--- config.mk ---
export PLATFORM = sky130hd
export DESIGN_NAME = g1_opr_unit
export DESIGN_NICKNAME = d
export VERILOG_FILES = /design/src/rtl/g1_opr_pkg.sv /design/src/rtl/g1_opr_decode.sv /design/src/rtl/g1_opr_alu.sv /design/src/rtl/g1_opr_shift.sv /design/src/rtl/g1_opr_unit.sv
export SDC_FILE = /design/constraint.sdc
export NUM_CORES = 1
export LEC_CHECK = 0
export BUFFER_PORTS_ARGS = -buffer_cell sky130_fd_sc_hd__buf_2
export CAP_MARGIN = 0
export CORE_MARGIN = 2
export CORE_UTILIZATION = 55
export CTS_CLUSTER_DIAMETER = 50
export DETAILED_ROUTE_END_ITERATION = 16
export GPL_ROUTABILITY_DRIVEN = 0
export GPL_TIMING_DRIVEN = 1
export PLACE_DENSITY = 0.9
export SLEW_MARGIN = 20
export SYNTH_ARGS = -nofsm -noshare
export SYNTH_HDL_FRONTEND = slang
export SYNTH_SLANG_ARGS = --single-unit
--- constraint.sdc ---
create_clock -name clk -period 3.8 [get_ports clk]
set_clock_uncertainty 0.1 [all_clocks]
set_input_delay 0.38 -clock clk [delete_from_list [all_inputs] [get_ports clk]]
set_output_delay 0.38 -clock clk [all_outputs]
set_load 0.1 [all_outputs]
--- src/rtl/g1_opr_pkg.sv ---
package g1_opr_pkg;

    localparam int INSN_W = 12;
    localparam logic [2:0] OPC_OPERATE = 3'o7;

    // instruction bit positions
    localparam int OPC_LSB  = 9;
    localparam int GRP_BIT  = 8;
    localparam int B_CLRA   = 7;
    localparam int B_CLRL   = 6;
    localparam int B_INVA   = 5;
    localparam int B_INVL   = 4;
    localparam int B_ROTR   = 3;
    localparam int B_ROTL   = 2;
    localparam int B_DBL    = 1;
    localparam int B_INCR   = 0;

    typedef struct packed {
        logic active;
        logic clr_acc;
        logic clr_lnk;
        logic inv_acc;
        logic inv_lnk;
        logic incr;
        logic rot_r;
        logic rot_l;
        logic dbl;
    } g1_ctl_t;

endpackage

--- src/rtl/g1_opr_decode.sv ---
module g1_opr_decode
    import g1_opr_pkg::*;
(
    input  logic [INSN_W-1:0] insn,
    output g1_ctl_t           ctl
);

    logic in_class;
    logic both_rot;

    always_comb begin
        in_class    = (insn[INSN_W-1:OPC_LSB] == OPC_OPERATE) && !insn[GRP_BIT];
        both_rot    = insn[B_ROTR] && insn[B_ROTL];
        ctl.active  = in_class && !both_rot;
        ctl.clr_acc = insn[B_CLRA];
        ctl.clr_lnk = insn[B_CLRL];
        ctl.inv_acc = insn[B_INVA];
        ctl.inv_lnk = insn[B_INVL];
        ctl.incr    = insn[B_INCR];
        ctl.rot_r   = insn[B_ROTR];
        ctl.rot_l   = insn[B_ROTL];
        ctl.dbl     = insn[B_DBL];
    end

endmodule

--- src/rtl/g1_opr_alu.sv ---
module g1_opr_alu #(
    parameter int W = 12
) (
    input  logic         clr_acc,
    input  logic         clr_lnk,
    input  logic         inv_acc,
    input  logic         inv_lnk,
    input  logic         incr,
    input  logic [W-1:0] acc,
    input  logic         lnk,
    output logic [W-1:0] acc_o,
    output logic         lnk_o
);

    logic [W-1:0] a_clr, a_inv;
    logic         l_clr, l_inv;
    logic [W:0]   sum;

    always_comb begin
        a_clr = clr_acc ? '0 : acc;
        l_clr = clr_lnk ? 1'b0 : lnk;
        a_inv = inv_acc ? ~a_clr : a_clr;
        l_inv = inv_lnk ? ~l_clr : l_clr;
        sum   = {1'b0, a_inv} + {{W{1'b0}}, incr};
        acc_o = sum[W-1:0];
        lnk_o = l_inv ^ sum[W];
    end

endmodule

--- src/rtl/g1_opr_shift.sv ---
module g1_opr_shift #(
    parameter int W      = 12,
    parameter int PASSES = 2
) (
    input  logic         rot_r,
    input  logic         rot_l,
    input  logic         dbl,
    input  logic [W-1:0] acc,
    input  logic         lnk,
    output logic [W-1:0] acc_o,
    output logic         lnk_o
);

    localparam int HALF = W / 2;

    logic [PASSES:0][W:0] stg;
    logic                 any_rot;

    assign any_rot = rot_r | rot_l;
    assign stg[0]  = {lnk, acc};

    for (genvar k = 0; k < PASSES; k++) begin : g_pass
        logic en;
        assign en = any_rot && ((k == 0) || dbl);
        assign stg[k+1] = !en  ? stg[k] :
                          rot_r ? {stg[k][0], stg[k][W:1]} :
                                  {stg[k][W-1:0], stg[k][W]};
    end

    always_comb begin
        if (!any_rot && dbl) begin
            acc_o = {acc[HALF-1:0], acc[W-1:HALF]};
            lnk_o = lnk;
        end else begin
            acc_o = stg[PASSES][W-1:0];
            lnk_o = stg[PASSES][W];
        end
    end

endmodule

--- src/rtl/g1_opr_unit.sv ---
module g1_opr_unit
    import g1_opr_pkg::*;
#(
    parameter int W = 12
) (
    input  logic              clk,
    input  logic              rst_n,
    input  logic              exec_i,
    input  logic [INSN_W-1:0] insn_i,
    input  logic [W-1:0]      acc_i,
    input  logic              link_i,
    output logic [W-1:0]      acc_o,
    output logic              link_o
);

    typedef struct packed {
        logic [W-1:0] acc;
        logic         lnk;
    } arch_t;

    g1_ctl_t      ctl;
    logic [W-1:0] alu_acc, sh_acc;
    logic         alu_lnk, sh_lnk;
    arch_t        st_d, st_q;

    g1_opr_decode u_dec (
        .insn (insn_i),
        .ctl  (ctl)
    );

    g1_opr_alu #(.W(W)) u_alu (
        .clr_acc (ctl.clr_acc),
        .clr_lnk (ctl.clr_lnk),
        .inv_acc (ctl.inv_acc),
        .inv_lnk (ctl.inv_lnk),
        .incr    (ctl.incr),
        .acc     (acc_i),
        .lnk     (link_i),
        .acc_o   (alu_acc),
        .lnk_o   (alu_lnk)
    );

    g1_opr_shift #(.W(W), .PASSES(2)) u_sh (
        .rot_r (ctl.rot_r),
        .rot_l (ctl.rot_l),
        .dbl   (ctl.dbl),
        .acc   (alu_acc),
        .lnk   (alu_lnk),
        .acc_o (sh_acc),
        .lnk_o (sh_lnk)
    );

    always_comb begin
        st_d = st_q;
        if (exec_i) begin
            if (ctl.active) begin
                st_d.acc = sh_acc;
                st_d.lnk = sh_lnk;
            end else begin
                st_d.acc = acc_i;
                st_d.lnk = link_i;
            end
        end
    end

    always_ff @(posedge clk) begin
        if (!rst_n) begin
            st_q <= '0;
        end else begin
            st_q <= st_d;
        end
    end

    assign acc_o  = st_q.acc;
    assign link_o = st_q.lnk;

endmodule

### After elaboration in Yosys (flattened, before gate mapping)

Index checks and enable logic that the tools add are counted.
Widths: inputs -> output; s select.

| cells by class | value |
|---|---|
| muxes and demuxes | 11 |
| add/sub/neg operators | 1 |
| equal/unequal tests | 1 |
| $mul | 0 |
| shift operators | 0 |
| reductions and logical operators | 8 |
| div/mod/pow operators | 0 |
| $lt $le $gt $ge | 0 |
| bitwise gates (word level) | 4 |

Operators with widths:

| operator | number |
|---|---|
| $mux 13 | 5 |
| $mux 12 | 3 |
| $add 12x1->13 | 1 |
| $not 12->12 | 1 |
| $logic_and 1x1->1 | 5 |
| $eq 3x3->1 const B | 1 |
| $logic_not 1->1 | 3 |
| $mux 1 | 3 |
| $not 1->1 | 1 |
| $or 1x1->1 | 1 |
| $xor 1x1->1 | 1 |

| word-level totals | value |
|---|---|
| register bits | 13 |
| bits of input ports | 28 |
| word-level logic and storage cells | 27 |
| memories | 0 |
| RAM bits | 0 |
| output and inout bits | 13 |
| memory bits (read-only) | 0 |
| latch bits | 0 |

### Longest topological paths before layout

Gate-level depths: netlist (run 1).

| depth | value |
|---|---|
| word-level depth | 11 |
| gate-level depth with buffers | 11 |
| mapped depth without buffers | 10 |

### Modules after synthesis

From an unflattened synthesis (run 1), not the netlist that was laid out.

| unflattened totals | value |
|---|---|
| cell total of the unflattened synthesis | 243 |
| area total of the unflattened synthesis | 1938.1 um2 |

Modules (own cells, without submodules):

| module | area an instance (um2) | times used | cells an instance | seq. area each (um2) |
|---|---|---|---|---|
| g1_opr_alu | 688.2 | 1 | 89 | 0.0 |
| g1_opr_shift | 604.3 | 1 | 87 | 0.0 |
| g1_opr_unit | 568.0 | 1 | 57 | 260.2 |
| g1_opr_decode | 77.6 | 1 | 10 | 0.0 |

### Least setup slack after synthesis (run 1)

Ideal clock, no wire load.

| path | value |
|---|---|
| kind | in2reg |
| start | in insn_i[7] |
| end | reg st_q, in the netlist link_o |
| data arrival time | 2.543 ns |
| library setup time | 0.124 ns |
| path buffers | 1 |
| required time | 3.576 ns |
| cell stages on the path | 11 |
| setup slack | 1.033 ns |
| cell sequence | clkbuf_1 > nor2b_1 > xnor2_1 > ha_1 > nand2_1 > mux2_4 > a2111oi_2 > xnor2_1 > mux2i_1 > a221oi_1 > a21oi_1 |

| on the way | value |
|---|---|
| word-level cells in the longest chain between the ends | 11 |

Ends and longest elaborated chain:

| item | RTL line | RTL |
|---|---|---|
| from (decl) | g1_opr_unit.sv:9 | `input logic [INSN_W-1:0] insn_i,` |
| $mux 12 * | g1_opr_alu.sv:20 | `a_clr = clr_acc ? '0 : acc;` |
| $not 12->12 | g1_opr_alu.sv:22 | `a_inv = inv_acc ? ~a_clr : a_clr;` |
| $mux 12 * | g1_opr_alu.sv:22 |  |
| $add 12x1->13 * | g1_opr_alu.sv:24 | `sum = {1'b0, a_inv} + {{W{1'b0}}, incr};` |
| $xor 1x1->1 | g1_opr_alu.sv:26 | `lnk_o = l_inv ^ sum[W];` |
| $mux 13 | g1_opr_shift.sv:26 | `rot_r ? {stg[k][0], stg[k][W:1]} :` |
| $mux 13 | g1_opr_shift.sv:25 | `assign stg[k+1] = !en ? stg[k] :` |
| $mux 13 | g1_opr_shift.sv:26 |  |
| $mux 13 | g1_opr_shift.sv:25 |  |
| $mux 1 * | g1_opr_shift.sv:31 | `if (!any_rot && dbl) begin` |
| $mux 13 * | g1_opr_unit.sv:56 | `if (ctl.active) begin` |
| to (signal assigned) | g1_opr_unit.sv:70 | `st_q <= st_d;` |
| to (decl) | g1_opr_unit.sv:24 | `arch_t st_d, st_q;` |

Mark *: on every way between the ends. The rest lies on a longest branch, timed or not.
A chain may end at the register's enable or synchronous reset.

### Worst setup path after layout (run 1)

| path | value |
|---|---|
| start | in insn_i[5] |
| end | reg st_q, in the netlist acc_o[10] |

| on the way | value |
|---|---|
| word-level cells in the longest chain between the ends | 9 |

Ends and longest elaborated chain:

| item | RTL line |
|---|---|
| $mux 12 * | g1_opr_alu.sv:22 |
| $add 12x1->13 * | g1_opr_alu.sv:24 |
| $xor 1x1->1 | g1_opr_alu.sv:26 |
| $mux 13 | g1_opr_shift.sv:26 |
| $mux 13 | g1_opr_shift.sv:25 |
| $mux 13 | g1_opr_shift.sv:26 |
| $mux 13 | g1_opr_shift.sv:25 |
| $mux 12 * | g1_opr_shift.sv:31 |
| $mux 13 * | g1_opr_unit.sv:56 |

Marks and branches as above.

==> impl_metrics.tcl, run 1 <==
set metrics [dict create \
    grt-ovfl-total 0 \
    synth.area.mux_share_pct 7.56 \
    grt_max_degree 25 \
    tightestPinTransition_ns 0.650 \
    finalMaxSlewViolations 0 \
    slowest_delay_ns 0.55 \
    async_flop_share_pct 0 \
    rsz0062_at_grt "no" \
    synth_edf_count 0 \
    synth_ff_type "dfxtp_1" \
    antenna_left 0 \
    dieArea_um2 3850 \
    hpwl_um 4120 \
    yosysMostFrequentCell "nand2_1" \
    worstHoldStart "acc_i[11]" \
    status "finished, final reports clean" \
    avgSynthCellArea_um2 7.15 \
    final_nets 317 \
    cp.arrival_ns 3.16 \
    critPathLaunchType "primary input" \
    n_antenna_cell 0 \
    synth_seq_area_share_pct 14.0 \
    fillers 308 \
    numCtsBuffers 3 \
    critPathSlowestCell "xnor2_1" \
    grt_pass1_wl_um 8980 \
    path_class "primary input to register" \
    portBuffers 40 \
    setup_viol 0 \
    cts_setup_buffers 0 \
    ctsResizeCount 0 \
    drt_iter0_markers 369 \
    firstDrtPassIters 7 \
    worstSkewPairLatency_ns 0.29 \
    cpMostUsedCell "xnor2_1" \
    power_uw 556 \
    netlist_top_cells_count "nand2_1, nor2_1, a21oi_1, xnor2_1, o21ai_0" \
    seqCellArea_um2 260 \
    syn2layout_area_growth_pct 11.6 \
    synthXorXnorAreaFrac_pct 8.98 \
    wl_per_cell_um 17.0 \
    floorplan.initialDensity_pct 56.4 \
    rows 21 \
    synth.area.top_cells "dfxtp_1, xnor2_1, a21oi_1" \
    tns_ns 0 \
    holdBufCountCts 0 \
    hold_path_class "primary input to register" \
    synth_nets 289 \
    startpoint "insn_i[5]" \
    synthSimpleGateAreaFrac_pct 23.8 \
    htree_levels 1 \
    drc 0 \
    fmax_ghz 0.325 \
    io_pins 41 \
    chipWidth_um 62.0 \
    clk_pin_slew_worst_paths_ns 0.09 \
    synth.distinct_cells 58 \
    synth_top_cell_area_share_pct 14.0 \
    cts_tree "built" \
    synth_seq_cells 13 \
    clockBufferDepth 2 \
    antenna_found_initial 0 \
    die_y_um 62.0 \
    slew_headroom_pct 56.3 \
    crit_fanout 20 \
    drv_cap 0 \
    syn_area_um2 1850 \
    crit_chain "buf_2 -> inv_2 -> xnor2_1 -> ha_1 -> and2_1 -> a32oi_1 -> a211oi_1 -> xnor2_1 -> o221ai_1 -> a31oi_1 -> a21oi_1" \
    yosysTopAreaCell "dfxtp_1" \
    core_region_area_um2 3280 \
    drive_above_1_share_pct 20.6 \
    finalNonFillerCells 332 \
    multi_input_area_um2 1480 \
    wl_um 5660 \
    end_kind "register" \
    power_density_nw_per_um2 269 \
    vias_per_cell 6.69 \
    fin_crit_ns 3.07 \
    ys_warn_count 0 \
    yosys.area_share.adder_pct 1.35 \
    place_inst 328 \
    timing.final.crit_share_pct 80.9 \
    r2r-start "acc_o[10]" \
    root_buffer "clkbuf_4" \
    required_ns 3.88 \
    irDropWorstVdd_mv 0.0858 \
    leakagePower_nw 0.782 \
    grt_pass1_vias 1909 \
    grt_usage_pct 31.0 \
    cts.sinks 13 \
    synth_top_family_by_area "compound AO/OA/AOI/OAI gates" \
    synth_compound_gate_area_share_pct 37.9 \
    vias 2220 \
    synthCells 259 \
    hold_violations 0 \
]
==> where the power goes <==
group / leakage (nW) / total [mW] / switching (mW) / internal [mW]
Combinational: 0.660 / 0.306 / 0.219 / 0.0877
Clock: 0.0150 / 0.0950 / 0.0541 / 0.0409
Sequential: 0.108 / 0.154 / 0.00710 / 0.147
Total: 0.782 / 0.556 / 0.280 / 0.276
==> cell type report <==
type	instances	area share (%)
repair buffers	41	10.0
multi-input cells	217	71.3
well taps	46	2.78
clock buffers	4	1.27
flip-flops and latches	13	12.6
inverters	11	2.00
==> placed cells by master (no fill, tap or decap), types with 4 or more instances in the layout <==
cell and n:
buf_2 40, nand2_1 24, nor2_1 21, xnor2_1 18, a21oi_1 18, o21ai_0 15, dfxtp_1 13, nor2b_1 11
inv_1 8, o221ai_1 8, a211oi_1 8, mux2i_1 8, o211ai_1 7, nand3_1 6, o31ai_1 6, nand2b_1 4
a221oi_1 4, a31oi_1 4
==> state kept, by name (all words and copies together), names as in the netlist <==
register and flops:
acc_o 12, link_o 1
==> worst max-delay path: cells and delay by family <==
family / cells / cell delay (ns)
compound gates: 5 / 1.07
xor+xnor: 2 / 0.75
buf+inv: 2 / 0.49
fa+ha+maj: 1 / 0.28
simple gates: 1 / 0.19
==> logic make-up (layout without fill, tap and decap cells) <==
group	count (synthesis)	after routing
compound gates	98	98
xor+xnor	19	19
fa+ha+maj	2	2
buf+inv	29	56
flops	13	13
mux	12	12
simple gates	86	86
==> per-layer routing <==
layer	global-route usage [%]	vias to the layer above	wire length (um)
li1	-	1043	-
met1	41.9	996	2330
met2	49.6	148	2610
met3	3.52	33	527
met4	13.7	0	190
met5	0	-	0
==> through the flow <==
step | util (%) | hold slack (ns) | cell area, um^2 | setup WS, ns
after CTS | 63.0 | 0.322 | 2070 | 0.827
after global placement | 62.2 | 0.344 | 2040 | 0.614
after global routing | 63.0 | 0.358 | 2070 | 0.419
final | 63.0 | 0.320 | 2070 | 0.726
after detailed placement | 62.2 | 0.357 | 2040 | 0.522
after floorplan | - | 0.479 | 1850 | 1.03
==> final timing paths <==
path               endpoint  slack (ns)  cells past startpoint
setup / recovery  acc_o[10]        0.73                     11
hold / removal    acc_o[11]        0.32                      3
setup reg to reg  acc_o[10]        2.56                      4
hold reg to reg    acc_o[4]        0.38                      2
Power figures use the tool's default switching activity.
==> run 2: changes to the inputs <==
ABC_AREA = 1   (was unset)
CORE_UTILIZATION = 50   (was 55)
PLACE_DENSITY = 0.86   (was 0.9)
clock period = 2.7 ns   (was 3.8 ns; I/O delays follow)
==> impl_metrics.tcl, run 2 <==
set metrics [dict create \
    irDropWorstVdd_mv 0.299 \
    synth_nets 363 \
    synth_ff_type "dfxtp_1" \
    grt-ovfl-total 0 \
    rows 22 \
    tns_ns 0 \
    firstDrtPassIters 5 \
    pwr-share-comb_pct 50.7 \
    fillers 361 \
    p_switching_uw 369 \
    slew_headroom_pct 66.8 \
    leakagePower_nw 1.06 \
    root_buffer "clkbuf_8" \
    portBuffers 40 \
    grt_pass1_vias 2105 \
    chipWidth_um 65.4 \
    antenna_found_initial 0 \
    multi_input_area_um2 1390 \
    htree_levels 1 \
    clock_power_share_pct 22.5 \
    synth_top_cell_area_share_pct 20.3 \
    synth_seq_cells 13 \
    drt_iter0_markers 274 \
    synth.distinct_cells 32 \
    seqCellArea_um2 260 \
    core_region_area_um2 3630 \
    antenna_left 0 \
    hpwl_um 4440 \
    cts.sinks 13 \
    drv_cap 0 \
    numCtsBuffers 3 \
    floorplan.initialDensity_pct 51.9 \
    syn2layout_area_growth_pct 12.3 \
    synth_top_family_by_area "simple AND/OR/NAND/NOR gates" \
    synth_compound_gate_area_share_pct 17.5 \
    end_kind "register" \
    ctsResizeCount 0 \
    holdBufCountCts 0 \
    grt_usage_pct 26.7 \
    final_nets 401 \
    hold_path_class "primary input to register" \
    drive_above_1_share_pct 22.7 \
    critPathLaunchType "primary input" \
    setup_viol 0 \
    wl_per_cell_um 13.7 \
    yosysTopAreaCell "nand2_1" \
    required_ns 2.72 \
    fin_util_pct 58.3 \
    avgSynthCellArea_um2 5.66 \
    path_class "primary input to register" \
    tightestPinTransition_ns 0.501 \
    synth_seq_area_share_pct 13.8 \
    drc 0 \
    grt_pass1_wl_um 9100 \
    cp.arrival_ns 2.26 \
    crit_fanout 13 \
    fmax_ghz 0.446 \
    largest_register_ffs 12 \
    synthCells 333 \
    n_antenna_cell 0 \
    cts_tree "built" \
    timing.final.crit_share_pct 83.1 \
    grt_max_degree 19 \
    clockBufferDepth 2 \
    fin_crit_ns 2.24 \
    io_pins 41 \
    intPower_uw 415 \
    syn_area_um2 1890 \
    ys_warn_count 0 \
    pwr-share-seq_pct 26.7 \
    synth.area.mux_share_pct 0 \
    finalMaxSlewViolations 0 \
    synthSimpleGateAreaFrac_pct 51.0 \
    swShare_pct 47.1 \
    worstSkewPairLatency_ns 0.25 \
    mostFrequentLayoutCell "nand2_1" \
    synth_edf_count 0 \
    async_flop_share_pct 0 \
    most-common-layout-cells "nand2_1, nand3_1, buf_2" \
    synth.area.top_cells "nand2_1, dfxtp_1, nand3_1" \
    rsz0062_at_grt "no" \
    vias_per_cell 5.90 \
    power_density_nw_per_um2 370 \
    die_y_um 65.4 \
    vias 2468 \
    hold_violations 0 \
    netlist_top_cells_count "nand2_1, nand3_1, inv_1" \
    cts_setup_buffers 0 \
    yosys.area_share.adder_pct 1.33 \
    yosysMostFrequentCell "nand2_1" \
    status "finished, final reports clean" \
    clk_pin_slew_worst_paths_ns 0.06 \
    synthXorXnorAreaFrac_pct 3.72 \
    dieArea_um2 4280 \
    wl_um 5720 \
]
==> run 2: cells by family (layout without fill, tap and decap cells) <==
logic type	count (synthesis)	in the layout
compound gates	57	57
xor+xnor	8	8
flops	13	13
fa+ha+maj	2	2
simple gates	207	207
buf+inv	46	83
==> run 2: cell type report <==
| class | count | area share [%] |
|---|---|---|
| multi-input combinational | 274 | 65.4 |
| sequential | 13 | 12.3 |
| timing repair buffer | 45 | 11.2 |
| inverter | 34 | 6.02 |
| tap | 48 | 2.84 |
| clock buffer | 3 | 1.95 |
| clock inverter | 1 | 0.236 |
==> run 2: worst paths after layout <==
path | startpoint | endpoint | slack (ns) | cells after the start
min | insn_i[1] | acc_o[4] | 0.27 | 4
max reg2reg | acc_o[10] | acc_o[10] | 1.91 | 2
max | insn_i[5] | acc_o[11] | 0.46 | 15
min reg2reg | acc_o[7] | acc_o[7] | 0.37 | 2
==> run 2: power by group through the flow <==
| stage | registers, mW | clock network, mW | logic, mW |
|---|---|---|---|
| after floorplan | 0.297 | 0 | 0.222 |
| after global placement | 0.213 | 0 | 0.382 |
| after detailed placement | 0.213 | 0 | 0.386 |
| after CTS | 0.209 | 0.176 | 0.388 |
| after global routing | 0.211 | 0.185 | 0.428 |
| final | 0.210 | 0.177 | 0.397 |
==> run 2: metal layers <==
metal	up-vias	track usage [%]	part of all wire, %
li1	1162	-	-
met1	1090	34.3	39
met2	186	43.6	44
met3	30	4.62	12
met4	0	11.5	4.8
met5	-	0	0
==> run 2: metrics by stage <==
step | power [mW] | hold slack [ns] | area, um^2 | worst slack, ns | instances
final | 0.784 | 0.266 | 2120 | 0.457 | 418
after global placement | 0.595 | 0.353 | 2070 | 0.332 | 414
after global routing | 0.824 | 0.288 | 2120 | 0.286 | 418
after detailed placement | 0.599 | 0.360 | 2070 | 0.263 | 414
after CTS | 0.774 | 0.272 | 2120 | 0.516 | 418
after floorplan | 0.519 | 0.351 | 1890 | 0.546 | 333
==> run 2: critical path, cell delays in order <==
cell     delay (ns)
buf_2          0.20
xor2_1         0.19
inv_1          0.09
ha_1           0.16
nand3_1        0.13
inv_1          0.11
nand2_1        0.12
nor2_4         0.16
nand3_1        0.17
nand3_1        0.15
nand2_1        0.10
o21ai_1        0.14
nand3_1        0.12
nand2_1        0.09
a21oi_1        0.06
==> run 3: changes to the inputs <==
clock period = 2 ns   (was 2.7 ns; I/O delays follow)
==> impl_metrics.tcl, run 3 (same netlist as run 2, synthesis figures left out) <==
set metrics [dict create \
    status "complete, but fails checks" \
    violations "setup timing" \
    setup_viol 2 \
    cp.arrival_ns 2.08 \
    clock_power_share_pct 19.5 \
    vias 2552 \
    n_antenna_cell 0 \
    finalMaxSlewViolations 0 \
    drv_cap 0 \
    drt_iter0_markers 217 \
    fmax_ghz 0.497 \
    hold_violations 0 \
    syn2layout_area_growth_pct 33.1 \
    swShare_pct 46.1 \
    grt_usage_pct 28.7 \
    globalRouteMet2Util_pct 47.2 \
    timing.final.crit_share_pct 101 \
    hpwl_um 4850 \
    numCtsBuffers 3 \
    die_y_um 65.4 \
    vias_per_cell 5.71 \
    antenna_found_initial 0 \
    clockBufferDepth 2 \
    grt_pass1_wl_um 9700 \
    place_inst 443 \
    clk_pin_slew_worst_paths_ns 0.05 \
    grt_max_degree 18 \
    grt_use_met1_pct 36.7 \
    dieArea_um2 4280 \
    pwr-share-comb_pct 56.1 \
    tightestPinTransition_ns 0.489 \
    dp_slack_ns -0.225 \
    antenna_left 0 \
    worstSkewPairLatency_ns 0.24 \
    power_mw 1.16 \
    leakagePower_nw 1.24 \
    largest_register_ffs 12 \
    most-common-layout-cells "nand2_1, nand3_1, buf_2" \
    grt_use_met3_pct 5.99 \
    rsz0062_at_grt "yes" \
    cts_setup_buffers 0 \
    postPlaceCellArea_um2 2310 \
    path_class "primary input to register" \
    floorplan.initialDensity_pct 51.9 \
    ctsResizeCount 0 \
    root_buffer "clkbuf_8" \
    irDropWorstVdd_mv 0.476 \
    wl_um 6410 \
    required_ns 2.07 \
    htree_levels 1 \
    fin_ws_ns -0.0132 \
    finalNonFillerCells 447 \
    grt_pass1_vias 2257 \
    fillers 327 \
    hold_path_class "primary input to register" \
    drc 0 \
    final_nets 430 \
    critPathLaunchType "primary input" \
    io_pins 41 \
    firstDrtPassIters 6 \
    slew_headroom_pct 67.6 \
    rows 22 \
    core_region_area_um2 3630 \
    power_density_nw_per_um2 461 \
    p_switching_uw 534 \
    busiest_layer "met2" \
    drive_above_1_share_pct 34.1 \
    grt-ovfl-total 0 \
    intPower_uw 624 \
    chipWidth_um 65.4 \
    portBuffers 40 \
    crit_fanout 4 \
    cts.sinks 13 \
    wl_per_cell_um 14.3 \
    holdBufCountCts 0 \
    pwr-share-seq_pct 24.4 \
    mostFrequentLayoutCell "nand2_1" \
    stdcell_area_um2 2510 \
    fin_crit_ns 2.01 \
    tns_ns -0.0241 \
    end_kind "register" \
    cts_tree "built" \
]
[run 3: final cells by class]
class | count | area [um^2] | share of cell area [%]
clock buffer | 3 | 41.3 | 1.65
clock inverter | 1 | 5.00 | 0.199
inverter | 34 | 135 | 5.38
multi-input combinational | 274 | 1540 | 61.5
sequential | 13 | 260 | 10.4
tap | 48 | 60.1 | 2.39
timing repair buffer | 74 | 465 | 18.5
[run 3: power groups by stage]
| stage | clock network (mW) | logic [mW] | registers [mW] |
|---|---|---|---|
| after global placement | 0 | 0.580 | 0.288 |
| after detailed placement | 0 | 0.589 | 0.288 |
| final | 0.225 | 0.650 | 0.283 |
| after CTS | 0.230 | 0.593 | 0.283 |
| after floorplan | 0 | 0.303 | 0.401 |
| after global routing | 0.243 | 0.695 | 0.284 |
[run 3: path summary, 6_finish.rpt]
kind             start  endpoint  slack [ns]  cells after the start
max          insn_i[7]    link_o       -0.01                     18
min          insn_i[1]  acc_o[4]        0.21                      4
max reg2reg     link_o    link_o        1.26                      2
min reg2reg   acc_o[8]  acc_o[8]        0.36                      2
[run 3: stage by stage]
stage                     util [%]  hold WS, ns
after floorplan                  -        0.281
after global placement        63.6        0.353
after detailed placement      63.6        0.353
after CTS                     64.8        0.211
after global routing          69.1        0.251
final                         69.1        0.209
[run 3: critical path: stages]
cell and delay, ns:
buf_8 0.10, inv_6 0.05, nand2_2 0.05, xor2_1 0.13, inv_1 0.09, ha_2 0.22, nand3_4 0.11, inv_4 0.08
nand2_4 0.05, nor2_4 0.22, nand2_1 0.10, nand2_2 0.12, nand3_2 0.09, nand2_2 0.09, o21ai_1 0.06, nand3_1 0.11
nand2_1 0.07, a21oi_1 0.13
[run 3: metal layers]
layer / routed length, um / up-vias / share of wire [%]
met1: 2520 / 1120 / 39
met3: 664 / 37 / 10
li1: - / 1221 / -
met5: 0 / - / 0
met4: 303 / 0 / 4.7
met2: 2930 / 174 / 46
